$ cat src/rtl/adc_seq_pkg.sv
package adc_seq_pkg;
  localparam int NUM_BANKS  = 16;
  localparam int TAG_W      = $clog2(NUM_BANKS);
  localparam int SEL_W      = 4;
  localparam int REF_W      = 2;
  localparam int SETTLE_W   = 5;
  localparam int DIV_W      = 3;
  localparam int DIVCNT_W   = (1 << DIV_W) - 1;
  localparam int RES_W      = 10;
  localparam int CONV_CLKS  = 17;
  localparam int PHASE_W    = (SETTLE_W > $clog2(CONV_CLKS + 1)) ? SETTLE_W : $clog2(CONV_CLKS + 1);
  localparam int CFG_W      = 12;
  localparam int ADDR_W     = 5;
  localparam int ADDR_SETUP = NUM_BANKS;
  localparam int ADDR_CMD   = NUM_BANKS + 1;
  localparam int WORD_W     = 16;
  localparam int PAD_W      = WORD_W - RES_W - TAG_W;

  typedef enum logic [3:0] {
    ST_IDLE   = 4'b0001,
    ST_SETTLE = 4'b0010,
    ST_CONV   = 4'b0100,
    ST_EOS    = 4'b1000
  } seq_state_e;

  typedef enum logic [1:0] {
    MODE_ANY  = 2'd0,
    MODE_PEN  = 2'd1,
    MODE_SW   = 2'd2,
    MODE_CONT = 2'd3
  } start_mode_e;

  typedef struct packed {
    logic [SETTLE_W-1:0] settle;
    logic [REF_W-1:0]    ref_sel;
    logic                inn_sel;
    logic [SEL_W-1:0]    inp_sel;
  } bank_t;

  localparam int BANK_W = $bits(bank_t);
endpackage

$ cat src/rtl/adc_seq_cfg.sv
module adc_seq_cfg
  import adc_seq_pkg::*;
(
  input  logic              clk_i,
  input  logic              rst_ni,
  input  logic              we_i,
  input  logic [ADDR_W-1:0] addr_i,
  input  logic [CFG_W-1:0]  wdata_i,
  input  logic [TAG_W-1:0]  bank_idx_i,
  output bank_t             bank_o,
  output logic [TAG_W-1:0]  last_step_o,
  output start_mode_e       mode_o,
  output logic [DIV_W-1:0]  div_exp_o,
  output logic              eos_clr_o
);
  localparam int SETUP_W = TAG_W + 2 + DIV_W;

  bank_t              bank_q [NUM_BANKS];
  logic [SETUP_W-1:0] setup_q;

  for (genvar g = 0; g < NUM_BANKS; g++) begin : g_bank
    always_ff @(posedge clk_i or negedge rst_ni) begin
      if (!rst_ni)                                 bank_q[g] <= '0;
      else if (we_i && addr_i == ADDR_W'(g))       bank_q[g] <= bank_t'(wdata_i[BANK_W-1:0]);
    end
  end

  always_ff @(posedge clk_i or negedge rst_ni) begin
    if (!rst_ni)                                   setup_q <= '0;
    else if (we_i && addr_i == ADDR_W'(ADDR_SETUP)) setup_q <= wdata_i[SETUP_W-1:0];
  end

  assign bank_o      = bank_q[bank_idx_i];
  assign last_step_o = setup_q[TAG_W-1:0];
  assign mode_o      = start_mode_e'(setup_q[TAG_W+1:TAG_W]);
  assign div_exp_o   = setup_q[SETUP_W-1:TAG_W+2];
  assign eos_clr_o   = we_i && addr_i == ADDR_W'(ADDR_CMD) && wdata_i[0];

  logic unused_wdata;
  assign unused_wdata = ^wdata_i[CFG_W-1:SETUP_W];
endmodule

$ cat src/rtl/adc_seq_clkdiv.sv
module adc_seq_clkdiv
  import adc_seq_pkg::*;
(
  input  logic             clk_i,
  input  logic             rst_ni,
  input  logic             clr_i,
  input  logic [DIV_W-1:0] exp_i,
  output logic             tick_o
);
  logic [DIVCNT_W-1:0] cnt_q;
  logic [DIVCNT_W-1:0] limit;

  // 2^exp - 1; exp at max wraps to all ones
  assign limit  = (DIVCNT_W'(1) << exp_i) - DIVCNT_W'(1);
  assign tick_o = (cnt_q == limit);

  always_ff @(posedge clk_i or negedge rst_ni) begin
    if (!rst_ni)             cnt_q <= '0;
    else if (clr_i || tick_o) cnt_q <= '0;
    else                     cnt_q <= cnt_q + DIVCNT_W'(1);
  end
endmodule

$ cat src/rtl/adc_seq_fsm.sv
module adc_seq_fsm
  import adc_seq_pkg::*;
(
  input  logic                clk_i,
  input  logic                rst_ni,
  input  logic [SETTLE_W-1:0] settle_i,
  input  logic [TAG_W-1:0]    last_step_i,
  input  start_mode_e         mode_i,
  input  logic                tick_i,
  input  logic                sw_start_i,
  input  logic                pen_rise_i,
  input  logic                eos_clr_i,
  input  logic [RES_W-1:0]    conv_data_i,
  output seq_state_e          state_o,
  output logic [TAG_W-1:0]    step_o,
  output logic                div_clr_o,
  output logic                conv_start_o,
  output logic                res_valid_o,
  output logic [WORD_W-1:0]   res_data_o,
  output logic                eos_o
);
  seq_state_e         state_q, state_d;
  logic [TAG_W-1:0]   step_q, step_d;
  logic [PHASE_W-1:0] phase_q;
  logic               phase_clr;
  logic               trig;
  logic               conv_done;
  logic               conv_start_q, res_valid_q, eos_q;
  logic [WORD_W-1:0]  res_data_q;

  always_comb begin
    unique case (mode_i)
      MODE_ANY:  trig = sw_start_i | pen_rise_i;
      MODE_PEN:  trig = pen_rise_i;
      MODE_SW:   trig = sw_start_i;
      default:   trig = 1'b1;
    endcase
  end

  assign conv_done = (state_q == ST_CONV) && (phase_q == PHASE_W'(CONV_CLKS));

  always_comb begin
    state_d   = state_q;
    step_d    = step_q;
    phase_clr = 1'b0;
    unique case (state_q)
      ST_IDLE: begin
        if (trig) begin
          state_d   = ST_SETTLE;
          step_d    = '0;
          phase_clr = 1'b1;
        end
      end
      ST_SETTLE: begin
        if (phase_q == PHASE_W'(settle_i)) begin
          state_d   = ST_CONV;
          phase_clr = 1'b1;
        end
      end
      ST_CONV: begin
        if (conv_done) begin
          phase_clr = 1'b1;
          if (step_q == last_step_i) begin
            state_d = ST_EOS;
          end else begin
            state_d = ST_SETTLE;
            step_d  = step_q + TAG_W'(1);
          end
        end
      end
      default: begin
        step_d    = '0;
        phase_clr = 1'b1;
        state_d   = (mode_i == MODE_CONT) ? ST_SETTLE : ST_IDLE;
      end
    endcase
  end

  always_ff @(posedge clk_i or negedge rst_ni) begin
    if (!rst_ni) begin
      state_q <= ST_IDLE;
      step_q  <= '0;
      phase_q <= '0;
    end else begin
      state_q <= state_d;
      step_q  <= step_d;
      if (phase_clr)
        phase_q <= '0;
      else if (tick_i && (state_q == ST_SETTLE || state_q == ST_CONV))
        phase_q <= phase_q + PHASE_W'(1);
    end
  end

  always_ff @(posedge clk_i or negedge rst_ni) begin
    if (!rst_ni) begin
      conv_start_q <= 1'b0;
      res_valid_q  <= 1'b0;
      res_data_q   <= '0;
      eos_q        <= 1'b0;
    end else begin
      conv_start_q <= (state_d == ST_CONV) && (state_q != ST_CONV);
      res_valid_q  <= conv_done;
      if (conv_done) res_data_q <= {conv_data_i, {PAD_W{1'b0}}, step_q};
      if ((state_d == ST_EOS) && (state_q != ST_EOS)) eos_q <= 1'b1;
      else if (eos_clr_i)                              eos_q <= 1'b0;
    end
  end

  assign state_o      = state_q;
  assign step_o       = step_q;
  assign div_clr_o    = phase_clr;
  assign conv_start_o = conv_start_q;
  assign res_valid_o  = res_valid_q;
  assign res_data_o   = res_data_q;
  assign eos_o        = eos_q;
endmodule

$ cat src/rtl/adc_seq_ctrl.sv
module adc_seq_ctrl
  import adc_seq_pkg::*;
(
  input  logic                clk_i,
  input  logic                rst_ni,
  input  logic                cfg_we_i,
  input  logic [ADDR_W-1:0]   cfg_addr_i,
  input  logic [CFG_W-1:0]    cfg_wdata_i,
  input  logic                start_i,
  input  logic                pen_i,
  input  logic [RES_W-1:0]    conv_data_i,
  output logic [SEL_W-1:0]    inp_sel_o,
  output logic                inn_sel_o,
  output logic [REF_W-1:0]    ref_sel_o,
  output logic                conv_start_o,
  output logic                res_valid_o,
  output logic [WORD_W-1:0]   res_data_o,
  output logic [3:0]          state_o,
  output logic [TAG_W-1:0]    tag_o,
  output logic                eos_o
);
  bank_t            bank;
  logic [TAG_W-1:0] last_step;
  start_mode_e      mode;
  logic [DIV_W-1:0] div_exp;
  logic             eos_clr;
  logic             tick;
  logic             div_clr;
  logic             pen_q;
  logic             pen_rise;
  seq_state_e       state;
  logic [TAG_W-1:0] step;

  always_ff @(posedge clk_i or negedge rst_ni) begin
    if (!rst_ni) pen_q <= 1'b0;
    else         pen_q <= pen_i;
  end
  assign pen_rise = pen_i & ~pen_q;

  adc_seq_cfg u_cfg (
    .clk_i       (clk_i),
    .rst_ni      (rst_ni),
    .we_i        (cfg_we_i),
    .addr_i      (cfg_addr_i),
    .wdata_i     (cfg_wdata_i),
    .bank_idx_i  (step),
    .bank_o      (bank),
    .last_step_o (last_step),
    .mode_o      (mode),
    .div_exp_o   (div_exp),
    .eos_clr_o   (eos_clr)
  );

  adc_seq_clkdiv u_div (
    .clk_i  (clk_i),
    .rst_ni (rst_ni),
    .clr_i  (div_clr),
    .exp_i  (div_exp),
    .tick_o (tick)
  );

  adc_seq_fsm u_fsm (
    .clk_i        (clk_i),
    .rst_ni       (rst_ni),
    .settle_i     (bank.settle),
    .last_step_i  (last_step),
    .mode_i       (mode),
    .tick_i       (tick),
    .sw_start_i   (start_i),
    .pen_rise_i   (pen_rise),
    .eos_clr_i    (eos_clr),
    .conv_data_i  (conv_data_i),
    .state_o      (state),
    .step_o       (step),
    .div_clr_o    (div_clr),
    .conv_start_o (conv_start_o),
    .res_valid_o  (res_valid_o),
    .res_data_o   (res_data_o),
    .eos_o        (eos_o)
  );

  assign inp_sel_o = bank.inp_sel;
  assign inn_sel_o = bank.inn_sel;
  assign ref_sel_o = bank.ref_sel;
  assign state_o   = state;
  assign tag_o     = step;
endmodule

$ cat config.mk
export PLATFORM = sky130hd
export DESIGN_NAME = adc_seq_ctrl
export DESIGN_NICKNAME = d
export VERILOG_FILES = /design/src/rtl/adc_seq_pkg.sv /design/src/rtl/adc_seq_cfg.sv /design/src/rtl/adc_seq_clkdiv.sv /design/src/rtl/adc_seq_fsm.sv /design/src/rtl/adc_seq_ctrl.sv
export SDC_FILE = /design/constraint.sdc
export NUM_CORES = 1
export LEC_CHECK = 0
export BUFFER_PORTS_ARGS = -buffer_cell sky130_fd_sc_hd__buf_2
export CORE_ASPECT_RATIO = 1.25
export CORE_MARGIN = 2
export CORE_UTILIZATION = 60
export DETAILED_ROUTE_END_ITERATION = 16
export PLACE_DENSITY = 0.78
export SETUP_SLACK_MARGIN = 0.02
export SLEW_MARGIN = 20
export SYNTH_ARGS = -nofsm -noshare
export SYNTH_HDL_FRONTEND = slang
export SYNTH_SLANG_ARGS = --single-unit
$ cat constraint.sdc
create_clock -name clk_i -period 4.15 [get_ports clk_i]
set_input_delay 0.415 -clock clk_i [delete_from_list [all_inputs] [get_ports clk_i]]
set_output_delay 0.415 -clock clk_i [all_outputs]
set_load 0.02 [all_outputs]
==> impl_metrics.env <==
export IMPL_relSlewSlack_pct=28.0
export IMPL_finalSetupViolCount=0
export IMPL_place_hpwl_um=16300
export IMPL_synth_top_cell_area_share_pct=53.3
export IMPL_drive_gt1_share_pct=42.5
export IMPL_maxCapViolCount=0
export IMPL_synthFlopType="dfrtp_1"
export IMPL_start_util_pct=61.5
export IMPL_portBuffers=63
export IMPL_grt_max_degree=111
export IMPL_status="finished clean"
export IMPL_fmax_mhz=284
export IMPL_ys_top_cells_by_count="dfrtp_1, mux2_2, nand2_1"
export IMPL_ir_worst_vdd_mv=0.429
export IMPL_via_per_inst=6.30
export IMPL_rrSetupSlack_ns=0.93
export IMPL_r2r_end="u_div.cnt_q[5]"
export IMPL_antenna_left=0
export IMPL_synth_distinct_cells=55
export IMPL_first_global_vias=7256
export IMPL_cp_arrival_ns=3.11
export IMPL_worstHoldStart="conv_data_i[9]"
export IMPL_routed_wl_um=25300
export IMPL_synth_edf_count=0
export IMPL_yosysMostFrequentCell="dfrtp_1"
export IMPL_rows=55
export IMPL_wl_per_cell_um=23.0
export IMPL_hold_violations=0
export IMPL_first_iter_violations=503
export IMPL_cpPeakStageDelay_ns=0.87
export IMPL_syn_avg_cell_area_um2=13.7
export IMPL_yosysTopAreaCell="dfrtp_1"
export IMPL_syn2layout_area_growth_pct=12.4
export IMPL_path_depth=4
export IMPL_synthTopCellsByArea="dfrtp_1, mux2_2, mux4_2"
export IMPL_worst_r2r_cell_count=8
export IMPL_cp_required_ns=3.73
export IMPL_cpMaxStageDelayCell="dfrtp_4"
export IMPL_grt_usage_pct=26.5
export IMPL_p_per_area_nw_per_um2=515
export IMPL_globalplace_congestion=0.841
export IMPL_fp_dieH_um=157
export IMPL_syn_inst=816
export IMPL_final_cells=1103
export IMPL_clock_latency_ns=0.52
export IMPL_slew_viol_final=0
export IMPL_ys_async_sr_fraction_pct=100
export IMPL_leakage_uw=0.00562
export IMPL_ios=66
export IMPL_cts_max_path_buffers=3
export IMPL_dieArea_um2=19700
export IMPL_synth_area_um2=11200
export IMPL_hold_end="u_fsm.res_data_o[15]"
export IMPL_fin_setup_tns_ns=0
export IMPL_cp_buffers_inverters=2
export IMPL_cts_inserted_buffers=24
export IMPL_dr_pass1_iters=6
export IMPL_ys_seq_area_share_pct=53.6
export IMPL_fin_nets=895
export IMPL_fin_skew_ns=0.0219
export IMPL_grt_pass1_wl_um=40600
export IMPL_grt_overflow=0
export IMPL_dieWidth_um=126
export IMPL_cts_root_buf="clkbuf_16"
export IMPL_worstReg2RegStart="u_fsm.step_o[0]"
export IMPL_crit_path_end_kind="output port"
export IMPL_path_common_cell="mux4_2"
export IMPL_post_route_period_util_pct=85.0
export IMPL_placed_cells=1058
export IMPL_fp_coreArea_um2=18200
export IMPL_htree_levels=1
export IMPL_ys_seq_elements=239
export IMPL_path_delay_family="multiplexers"
export IMPL_critPathLaunchType="flip-flop"
export IMPL_hp_class="in -> reg"
export IMPL_path_clk_slew_ns=0.06
export IMPL_nFillCells=1250
export IMPL_finalCriticalPeriod_ns=3.53
export IMPL_path_max_fanout=38
export IMPL_n_antenna_cell=0
export IMPL_tightestPinTransition_ns=1.08
export IMPL_antenna_found_initial=0
export IMPL_criticalPathCategory="reg -> out"
export IMPL_postCtsSetupRepairBufs=0
export IMPL_rsz0062_at_grt="false"
export IMPL_yosysWarnings=0
export IMPL_path_cells="buf_4 > mux4_2 > mux4_2 > buf_2"
export IMPL_cts_sinks=239
export IMPL_vias=6951
export IMPL_drc=0
export IMPL_min_delay_path_depth=3
export IMPL_cts_tree="yes"
## where the power goes
group / switching (uW) / internal [uW]
registers: 238 / 2740
clock network: 898 / 1600
logic: 445 / 560
## flip-flops by register name, summed over array words and instances, names as in the netlist
signal and count:
u_fsm.res_valid_o 1, u_cfg.bank_q 192, u_fsm.state_o 4, u_fsm.res_data_o 14
pen_q 1, u_fsm.eos_o 1, u_div.cnt_q 7, u_cfg.setup_q 9
u_fsm.phase_q 5, u_fsm.step_o 4, u_fsm.conv_start_o 1
## worst register-to-register path, cell delays in order (launching register included)
cell	delay, ns
dfrtp_4	0.87
buf_4	0.40
mux4_2	0.55
nand2_1	0.08
a21oi_1	0.09
nand2_1	0.09
nand4_1	0.13
o31ai_2	0.74
nor2_1	0.11
## routing by layer
metal	vias up	GRT usage [%]	part of all wire [%]
met2	232	43.3	49
li1	3051	-	-
met1	3607	37.0	43
met4	0	8.06	2.9
met3	61	4.21	5.9
met5	-	0	0
## cells by family after synthesis
group                    synth area share (%)
AO/OA/AOI/OAI                            3.63
buffers and inverters                    2.65
XOR/XNOR                                 1.57
AND/OR/NAND/NOR                          6.63
multiplexers                             31.4
other                                  0.0336
adder cells (fa/ha/maj)                 0.560
flip-flops                               53.6
## what timing repair did
| action | in CTS | in global routing |
|---|---|---|
| resized for setup | 0 | 0 |
| hold buffers | 2 | 0 |
| hold endpoints to repair | 22 | 0 |
## worst max-delay path by stage
stage,slack (ns),start,to
final,0.62,u_fsm.step_o[0],inp_sel_o[2]
after global routing,0.46,u_fsm.step_o[0],inp_sel_o[0]
after CTS,0.56,u_fsm.step_o[0],inp_sel_o[2]
after detailed placement,0.91,u_fsm.step_o[0],u_fsm.phase_q[3]
after global placement,0.97,u_fsm.step_o[0],u_div.cnt_q[4]
after floorplan,1.30,u_cfg.setup_q[8],u_fsm.phase_q[4]
## layout make-up
type	count	area (um2)	area share, %
inverters	7	26.3	0.209
clock inverters	15	289	2.30
clock buffers	28	636	5.06
flip-flops and latches	239	5990	47.7
well taps	228	285	2.27
repair buffers	76	428	3.41
multi-input cells	510	4910	39.1
## cells in the final DEF, fill, tap and decap left out, types with 5 or more instances in the layout
cell type    n
a21oi_1     10
nor3b_1      5
xnor2_1     13
nor2b_1      6
clkbuf_16   24
o21ai_0      6
ha_1         5
clkinv_2     5
a22oi_1      8
and3_1       6
inv_1        6
xor2_1       7
nor2_1      21
mux2i_1     25
buf_2       62
nand2_1     73
bufinv_16    8
mux2_2     204
buf_4       11
nand4_1      5
nand2b_1     7
nand3_1      6
mux4_2      41
dfrtp_1    237
## metrics by stage
stage / area, um2 / hold slack, ns / util [%] / setup slack [ns] / power, uW
after global placement: 11600 / 0.452 / 63.9 / 0.972 / 3920
after detailed placement: 11600 / 0.464 / 63.9 / 0.912 / 4010
after floorplan: 11200 / 0.119 / - / 1.30 / 3710
final: 12600 / 0.0845 / 69.1 / 0.623 / 6470
after CTS: 12600 / 0.0680 / 69.1 / 0.562 / 6510
after global routing: 12600 / 0.0907 / 69.1 / 0.460 / 6740
(Power assumes the default switching activity.)
